[src/rtl/ldst_align_pkg.sv]
package ldst_align_pkg;

   typedef enum logic {
      ORDER_LITTLE = 1'b0,
      ORDER_BIG    = 1'b1
   } byte_order_e;

   typedef enum logic {
      XFER_WORD = 1'b0,
      XFER_BYTE = 1'b1
   } xfer_size_e;

   // number of byte lanes in a word of the given width
   function automatic int unsigned lanes_in(input int unsigned word_w,
                                            input int unsigned lane_w);
      return word_w / lane_w;
   endfunction

endpackage

[src/rtl/ldst_lane_pick.sv]
module ldst_lane_pick #(
   parameter int unsigned LANE_W = 8,
   parameter int unsigned LANES  = 4,
   parameter int unsigned OFS_W  = 2
) (
   input  logic [LANES*LANE_W-1:0] word_i,
   input  logic [OFS_W-1:0]        ofs_i,
   input  logic                    big_i,
   output logic [LANE_W-1:0]       lane_o
);
   import ldst_align_pkg::*;

   logic [OFS_W-1:0] lane_idx;

   // big-endian numbering counts lanes from the most significant end
   always_comb begin
      if (byte_order_e'(big_i) == ORDER_BIG)
         lane_idx = OFS_W'(LANES - 1) - ofs_i;
      else
         lane_idx = ofs_i;
   end

   assign lane_o = word_i[lane_idx*LANE_W +: LANE_W];

endmodule

[src/rtl/ldst_word_rot.sv]
module ldst_word_rot #(
   parameter int unsigned LANE_W = 8,
   parameter int unsigned LANES  = 4,
   parameter int unsigned OFS_W  = 2
) (
   input  logic [LANES*LANE_W-1:0] word_i,
   input  logic [OFS_W-1:0]        ofs_i,
   output logic [LANES*LANE_W-1:0] word_o
);
   // Rotate right by ofs_i lanes. For either byte order, this moves the
   // addressed lane to the position the register expects.
   for (genvar j = 0; j < LANES; j++) begin : g_lane
      logic [OFS_W-1:0] src;
      assign src = ofs_i + OFS_W'(j);
      assign word_o[j*LANE_W +: LANE_W] = word_i[src*LANE_W +: LANE_W];
   end

endmodule

[src/rtl/ldst_store_fmt.sv]
module ldst_store_fmt #(
   parameter int unsigned LANE_W = 8,
   parameter int unsigned LANES  = 4,
   parameter int unsigned PC_ADJ = 12
) (
   input  logic [LANES*LANE_W-1:0] src_i,
   input  logic [LANES*LANE_W-1:0] pc_i,
   input  logic                    from_pc_i,
   input  logic                    byte_i,
   output logic [LANES*LANE_W-1:0] bus_o
);
   import ldst_align_pkg::*;

   localparam int unsigned WORD_W = LANES * LANE_W;

   logic [WORD_W-1:0] value;

   assign value = from_pc_i ? (pc_i + WORD_W'(PC_ADJ)) : src_i;

   for (genvar j = 0; j < LANES; j++) begin : g_lane
      assign bus_o[j*LANE_W +: LANE_W] =
         (xfer_size_e'(byte_i) == XFER_BYTE) ? value[LANE_W-1:0]
                                             : value[j*LANE_W +: LANE_W];
   end

endmodule

[src/rtl/ldst_align.sv]
module ldst_align #(
   parameter int unsigned DATA_W       = 32,
   parameter int unsigned LANE_W       = 8,
   parameter int unsigned PC_STORE_ADJ = 12,
   localparam int unsigned LANES       = ldst_align_pkg::lanes_in(DATA_W, LANE_W),
   localparam int unsigned OFS_W       = (LANES > 1) ? $clog2(LANES) : 1
) (
   input  logic              clk,
   input  logic              rst_n,
   input  logic              big_endian_i,
   input  logic [OFS_W-1:0]  addr_lo_i,
   input  logic              ld_valid_i,
   input  logic              ld_byte_i,
   input  logic [DATA_W-1:0] ld_bus_i,
   output logic              ld_valid_o,
   output logic [DATA_W-1:0] ld_data_o,
   input  logic              st_byte_i,
   input  logic              st_from_pc_i,
   input  logic [DATA_W-1:0] st_src_i,
   input  logic [DATA_W-1:0] st_pc_i,
   output logic [DATA_W-1:0] st_bus_o
);
   import ldst_align_pkg::*;

   // elaboration-time parameter checks
   if (DATA_W % LANE_W != 0) begin : g_bad_width
      $error("ldst_align: DATA_W must be a multiple of LANE_W");
   end
   if (LANES < 2 || (LANES & (LANES - 1)) != 0) begin : g_bad_lanes
      $error("ldst_align: lane count must be a power of two, at least 2");
   end

   logic [LANE_W-1:0] picked;
   logic [DATA_W-1:0] rotated;
   logic [DATA_W-1:0] ld_next;

   ldst_lane_pick #(.LANE_W(LANE_W), .LANES(LANES), .OFS_W(OFS_W)) u_pick (
      .word_i (ld_bus_i),
      .ofs_i  (addr_lo_i),
      .big_i  (big_endian_i),
      .lane_o (picked)
   );

   ldst_word_rot #(.LANE_W(LANE_W), .LANES(LANES), .OFS_W(OFS_W)) u_rot (
      .word_i (ld_bus_i),
      .ofs_i  (addr_lo_i),
      .word_o (rotated)
   );

   always_comb begin
      if (xfer_size_e'(ld_byte_i) == XFER_BYTE)
         ld_next = {{(DATA_W-LANE_W){1'b0}}, picked};
      else
         ld_next = rotated;
   end

   always_ff @(posedge clk or negedge rst_n) begin
      if (!rst_n) begin
         ld_valid_o <= 1'b0;
         ld_data_o  <= '0;
      end else begin
         ld_valid_o <= ld_valid_i;
         if (ld_valid_i)
            ld_data_o <= ld_next;
      end
   end

   ldst_store_fmt #(.LANE_W(LANE_W), .LANES(LANES), .PC_ADJ(PC_STORE_ADJ)) u_st (
      .src_i     (st_src_i),
      .pc_i      (st_pc_i),
      .from_pc_i (st_from_pc_i),
      .byte_i    (st_byte_i),
      .bus_o     (st_bus_o)
   );

endmodule

[config.mk]
export PLATFORM = sky130hd
export DESIGN_NAME = ldst_align
export DESIGN_NICKNAME = d
export VERILOG_FILES = /design/src/rtl/ldst_align_pkg.sv /design/src/rtl/ldst_lane_pick.sv /design/src/rtl/ldst_word_rot.sv /design/src/rtl/ldst_store_fmt.sv /design/src/rtl/ldst_align.sv
export SDC_FILE = /design/constraint.sdc
export NUM_CORES = 1
export LEC_CHECK = 0
export ABC_AREA = 1
export BUFFER_PORTS_ARGS = -buffer_cell sky130_fd_sc_hd__buf_4
export CAP_MARGIN = 20
export CORE_MARGIN = 3
export CORE_UTILIZATION = 47
export DETAILED_ROUTE_END_ITERATION = 7
export HOLD_SLACK_MARGIN = 0.03
export PLACE_DENSITY = 0.85
export SYNTH_ARGS = -nofsm -noshare
export SYNTH_HDL_FRONTEND = slang
export SYNTH_SLANG_ARGS = --single-unit
[constraint.sdc]
create_clock -name clk -period 1.71 [get_ports clk]
set_input_delay 0.171 -clock clk [delete_from_list [all_inputs] [get_ports clk]]
set_output_delay 0.171 -clock clk [all_outputs]
set_load 0.02 [all_outputs]
* Word level (Yosys, flattened, before mapping)
Cells that the tools add are included.
** Operators by class
- Add/sub/neg operators :: 5
- Shift operators :: 5
- Mux-type cells :: 6
** Operator list (count)
- $shiftx 32x6->8 :: 5
- $mux 32 :: 2
- $add 32x4->32 const B :: 1
- $mux 8 :: 3
- $add 2x2->2 const B :: 2
- $add 2x1->2 const B :: 1
- $mux 2 :: 1
- $sub 2x2->2 const A :: 1
** Word-level totals
- Register bits :: 33
- Input bits :: 105
- Word-level logic and storage cells :: 18

* Depth between registers and ports, before layout
- Depth in word-level cells :: 4
- Mapped depth :: 12
- Depth with buffers taken out :: 12

* Hierarchy
From an unflattened synthesis, not the netlist that was laid out.
** Unflattened totals
- Cells, all modules :: 835
- Area, all modules :: 4518.1 sq um
** Modules (own cells, without submodules)
- ldst_store_fmt :: times used 1, cells an instance 341, area an instance 1524.0 sq um
- ldst_align :: times used 1, cells an instance 174, area an instance 1485.2 sq um
- ldst_word_rot :: times used 1, cells an instance 228, area an instance 1014.7 sq um
- ldst_lane_pick :: times used 1, cells an instance 92, area an instance 494.2 sq um

* Least setup slack after synthesis
OpenSTA, ideal clock, no wires.
- Path kind :: input to output
- From :: in st_pc_i[2]
- To :: out st_bus_o[14]
- Arrival :: 1.624 ns
- Slack :: -0.085 ns
- Stages on the path :: 8
- Path buffers :: 0
- Cell sequence :: inv_1 ha_1 inv_1 nand3_2 xor2_1 o21ai_0 nand2_1 nand2_1
** Between the ends
- Longest elaborated chain between the ends :: 3
** RTL lines
- start: declaration :: line ldst_align.sv:20 : input logic [DATA_W-1:0] st_pc_i,
- $add 32x4->32 :: line ldst_store_fmt.sv:18 : assign value = from_pc_i ? (pc_i + WORD_W'(PC_ADJ)) : src_i;
- $mux 32 :: line ldst_store_fmt.sv:18
- named net st_bus_o[6] :: line ldst_align.sv:21 : output logic [DATA_W-1:0] st_bus_o
- $mux 8 :: line ldst_store_fmt.sv:22 : (xfer_size_e'(byte_i) == XFER_BYTE) ? value[LANE_W-1:0]
- end: declaration :: line ldst_align.sv:21
The timed path passes the listed nets, and every way through them passes these cells.

* Worst setup path in the final report
- From :: in st_pc_i[2]
- To :: out st_bus_o[9]
** Between the ends
- Longest elaborated chain between the ends :: 3
** RTL lines (line)
- $add 32x4->32 :: ldst_store_fmt.sv:18
- $mux 32 :: ldst_store_fmt.sv:18
- $mux 8 :: ldst_store_fmt.sv:22
Every way passes these cells.

==> metrics.yaml <==
grt_pass1_vias: 4529
status: "finished clean"
path_buf_inv: 4
yosys-mux-area-fraction: 0
worstReg2RegStart: "ld_data_o[8]$_DFFE_PN0P_"
cpMostUsedCell: "nand2_1"
synth_xor_area_frac: 0.0352
dr_wl_met3_mm: 1.37
die_w_um: 92.1
final_cell_mix: "nand2_1 (244), buf_4 (176), nor2_1 (87), inv_1 (50), o21ai_0 (49)"
dp_hpwl_mm: 11.0
cts_sinks: 33
yosysUniqueCellTypes: 34
cts_setup_buffers: 0
finClkSkew_ps: 0
switching_share: 0.392
grt_max_degree: 45
crit_chain: "buf_4 > inv_1 > nand2_1 > nand2_2 > inv_1 > nand2_1 > or2_2 > nand3_1 > nand2_1 > nand2_1 > buf_4"
viasPerCell: 5.42
start_util: 0.499
pwr-share-seq: 0.317
cts_root_buffer: "clkbuf_8"
intPower_uw: 1770
num_rows: 30
ios: 170
clk_latency_ps: 280
drt_iter0_drc: 302
crit_path_start_kind: "primary input"
detail-route-antenna-nets: 0
ys_seq_area_frac: 0.237
highest_layer: "met4"
switchingPower_uw: 1150
power_density_mw_per_mm2: 589
cap_violations: 0
crit_path_start: "st_pc_i[2]"
firstDrtPassIters: 6
period_needed_ps: 1620
drv_slew: 0
power.share.clock: 0.204
grt_pass1_wl_mm: 21.8
ir_drop_mv: 0.292
antenna_found_initial: 0
netlist_area_mm2: 0.00348
numPortBuffers: 169
power_frac_comb: 0.479
path_clk_slew_ps: 60
critPathMaxFanout: 5
antenna_cells: 0
core_area_mm2: 0.00698
design.die.area_mm2: 0.00848
synth-seq-cells: 33
fp.dieH_um: 92.1
area_growth_pct: 42.3
synthSimpleGateAreaFrac: 0.438
critPathMaxStageDelay_ps: 300
via_count: 4709
nets: 879
crit_family: "simple AND/OR/NAND/NOR gates"
synth_top_family_by_area: "simple AND/OR/NAND/NOR gates"
ctsHtreeMaxLevel: 2
avgSynthCellArea_um2: 5.70
syn_inst: 611
gr-usage-all-layers: 0.317
cp.required_ps: 1540
cts_tree: "built"
drt-wirelength-per-cell_um: 15.5
hold_path_class: "primary input to flop"
routed-wl-met2_mm: 6.49
rsz0062_at_grt: "yes"
final_core_util: 0.709
synth_warnings: 0
hold_violations: 0
design_area_mm2: 0.00495
final_common_cell: "nand2_1"
min-delay-start: "ld_valid_i"
p_leak_uw: 0.00270
end_kind: "primary output"
drive_gt1_frac: 0.270
overflow: 0
cts_made_buffers: 5
gp_congestion: 0.956
drcViolationCount: 0
slowest_stage: "or2_2"
clk_path_buf_depth: 2
crit_arrival_ps: 1440
routed_wl_mm: 13.5
synthAdderAreaFrac: 0.00359
wl_met1_mm: 5.02
max_freq_mhz: 619
synth_compound_area_frac: 0.181
path_class: "primary input to primary output"
finalCritPeriodShare: 0.945
syn_nets: 717
setup_viol: 0
worst_slew_pin_slew_ps: 447
relSlewSlack: 0.699
place_area_mm2: 0.00483
==> cells in the mapped netlist, drive strengths merged <==
cell    number  area, µm²
dfrtp       33        826
xor2         9        105
ha           1       12.5
inv         58        223
xnor2        2       17.5
nor3         2       10.0
nand4        3       18.8
nor2        92        358
nand3b      11       82.6
o21a         1       7.51
a22o         8       70.1
o21bai       1       7.51
o211ai      18        135
nand3       20        105
o21ai       53        265
or2          1       6.26
o22ai       16        100
a21oi        9       45.0
buf         15        105
clkbuf      10       38.8
nand2      248        943
==> power groups by stage <==
stage | Clock [µW] | Combinational (µW) | Sequential (µW)
after floorplan | 0 | 617 | 1040
after global placement | 0 | 1350 | 934
after detailed placement | 0 | 1380 | 938
after CTS | 602 | 1380 | 924
after global routing | 638 | 1520 | 934
final | 596 | 1400 | 926
==> kinds of logic after synthesis <==
family / Yosys count
xor+xnor: 11
flops: 33
fa+ha+maj: 1
buf+inv: 83
compound gates: 106
simple gates: 377
==> metrics by stage <==
stage	setup TNS (ps)	instances	power, µW	worst slack [ps]	hold slack (ps)
after floorplan	0	611	1650	81.9	-125
after global placement	0	861	2280	55.8	134
after detailed placement	0	861	2310	46.4	137
after CTS	0	869	2910	41.8	97.3
after global routing	-178	869	3090	-43.7	97.5
final	0	869	2920	94.5	106
==> repair_timing <==
action / in CTS / in global routing
hold endpoints to repair: 33 / 0
gates resized for setup: 0 / 12
hold buffers: 1 / 0
endpoints found under the setup margin: 0 / 19
==> registers in the layout, indices dropped and copies added, names as in the netlist <==
signal	flops
ld_valid_o	1
ld_data_o	32
==> path summary, 6_finish.rpt <==
path | to | slack [ps] | cells after the start
min reg2reg | ld_data_o[30]$_DFFE_PN0P_ | 480 | 2
min in group asynchronous | ld_data_o[20]$_DFFE_PN0P_ | 380 | 2
max reg2reg | ld_data_o[8]$_DFFE_PN0P_ | 940 | 1
min | ld_valid_o$_DFF_PN0_ | 110 | 1
max | st_bus_o[9] | 90 | 11
max in group asynchronous | ld_data_o[31]$_DFFE_PN0P_ | 1020 | 2
==> final cells by class <==
type                       instances  area [µm²]
clock buffer                       7        86.3
fill                             651        2030
inverter                          58         223
multi-input combinational        495        2320
sequential                        33         826
tap                               96         120
timing repair buffer             180        1380
==> layer usage <==
layer / track usage / vias to the layer above
met2: 0.531 / 275
li1: - / 2278
met5: 0 / -
met1: 0.381 / 2108
met3: 0.0738 / 48
met4: 0.155 / 0
No activity file was read; power rests on OpenSTA's default activity.
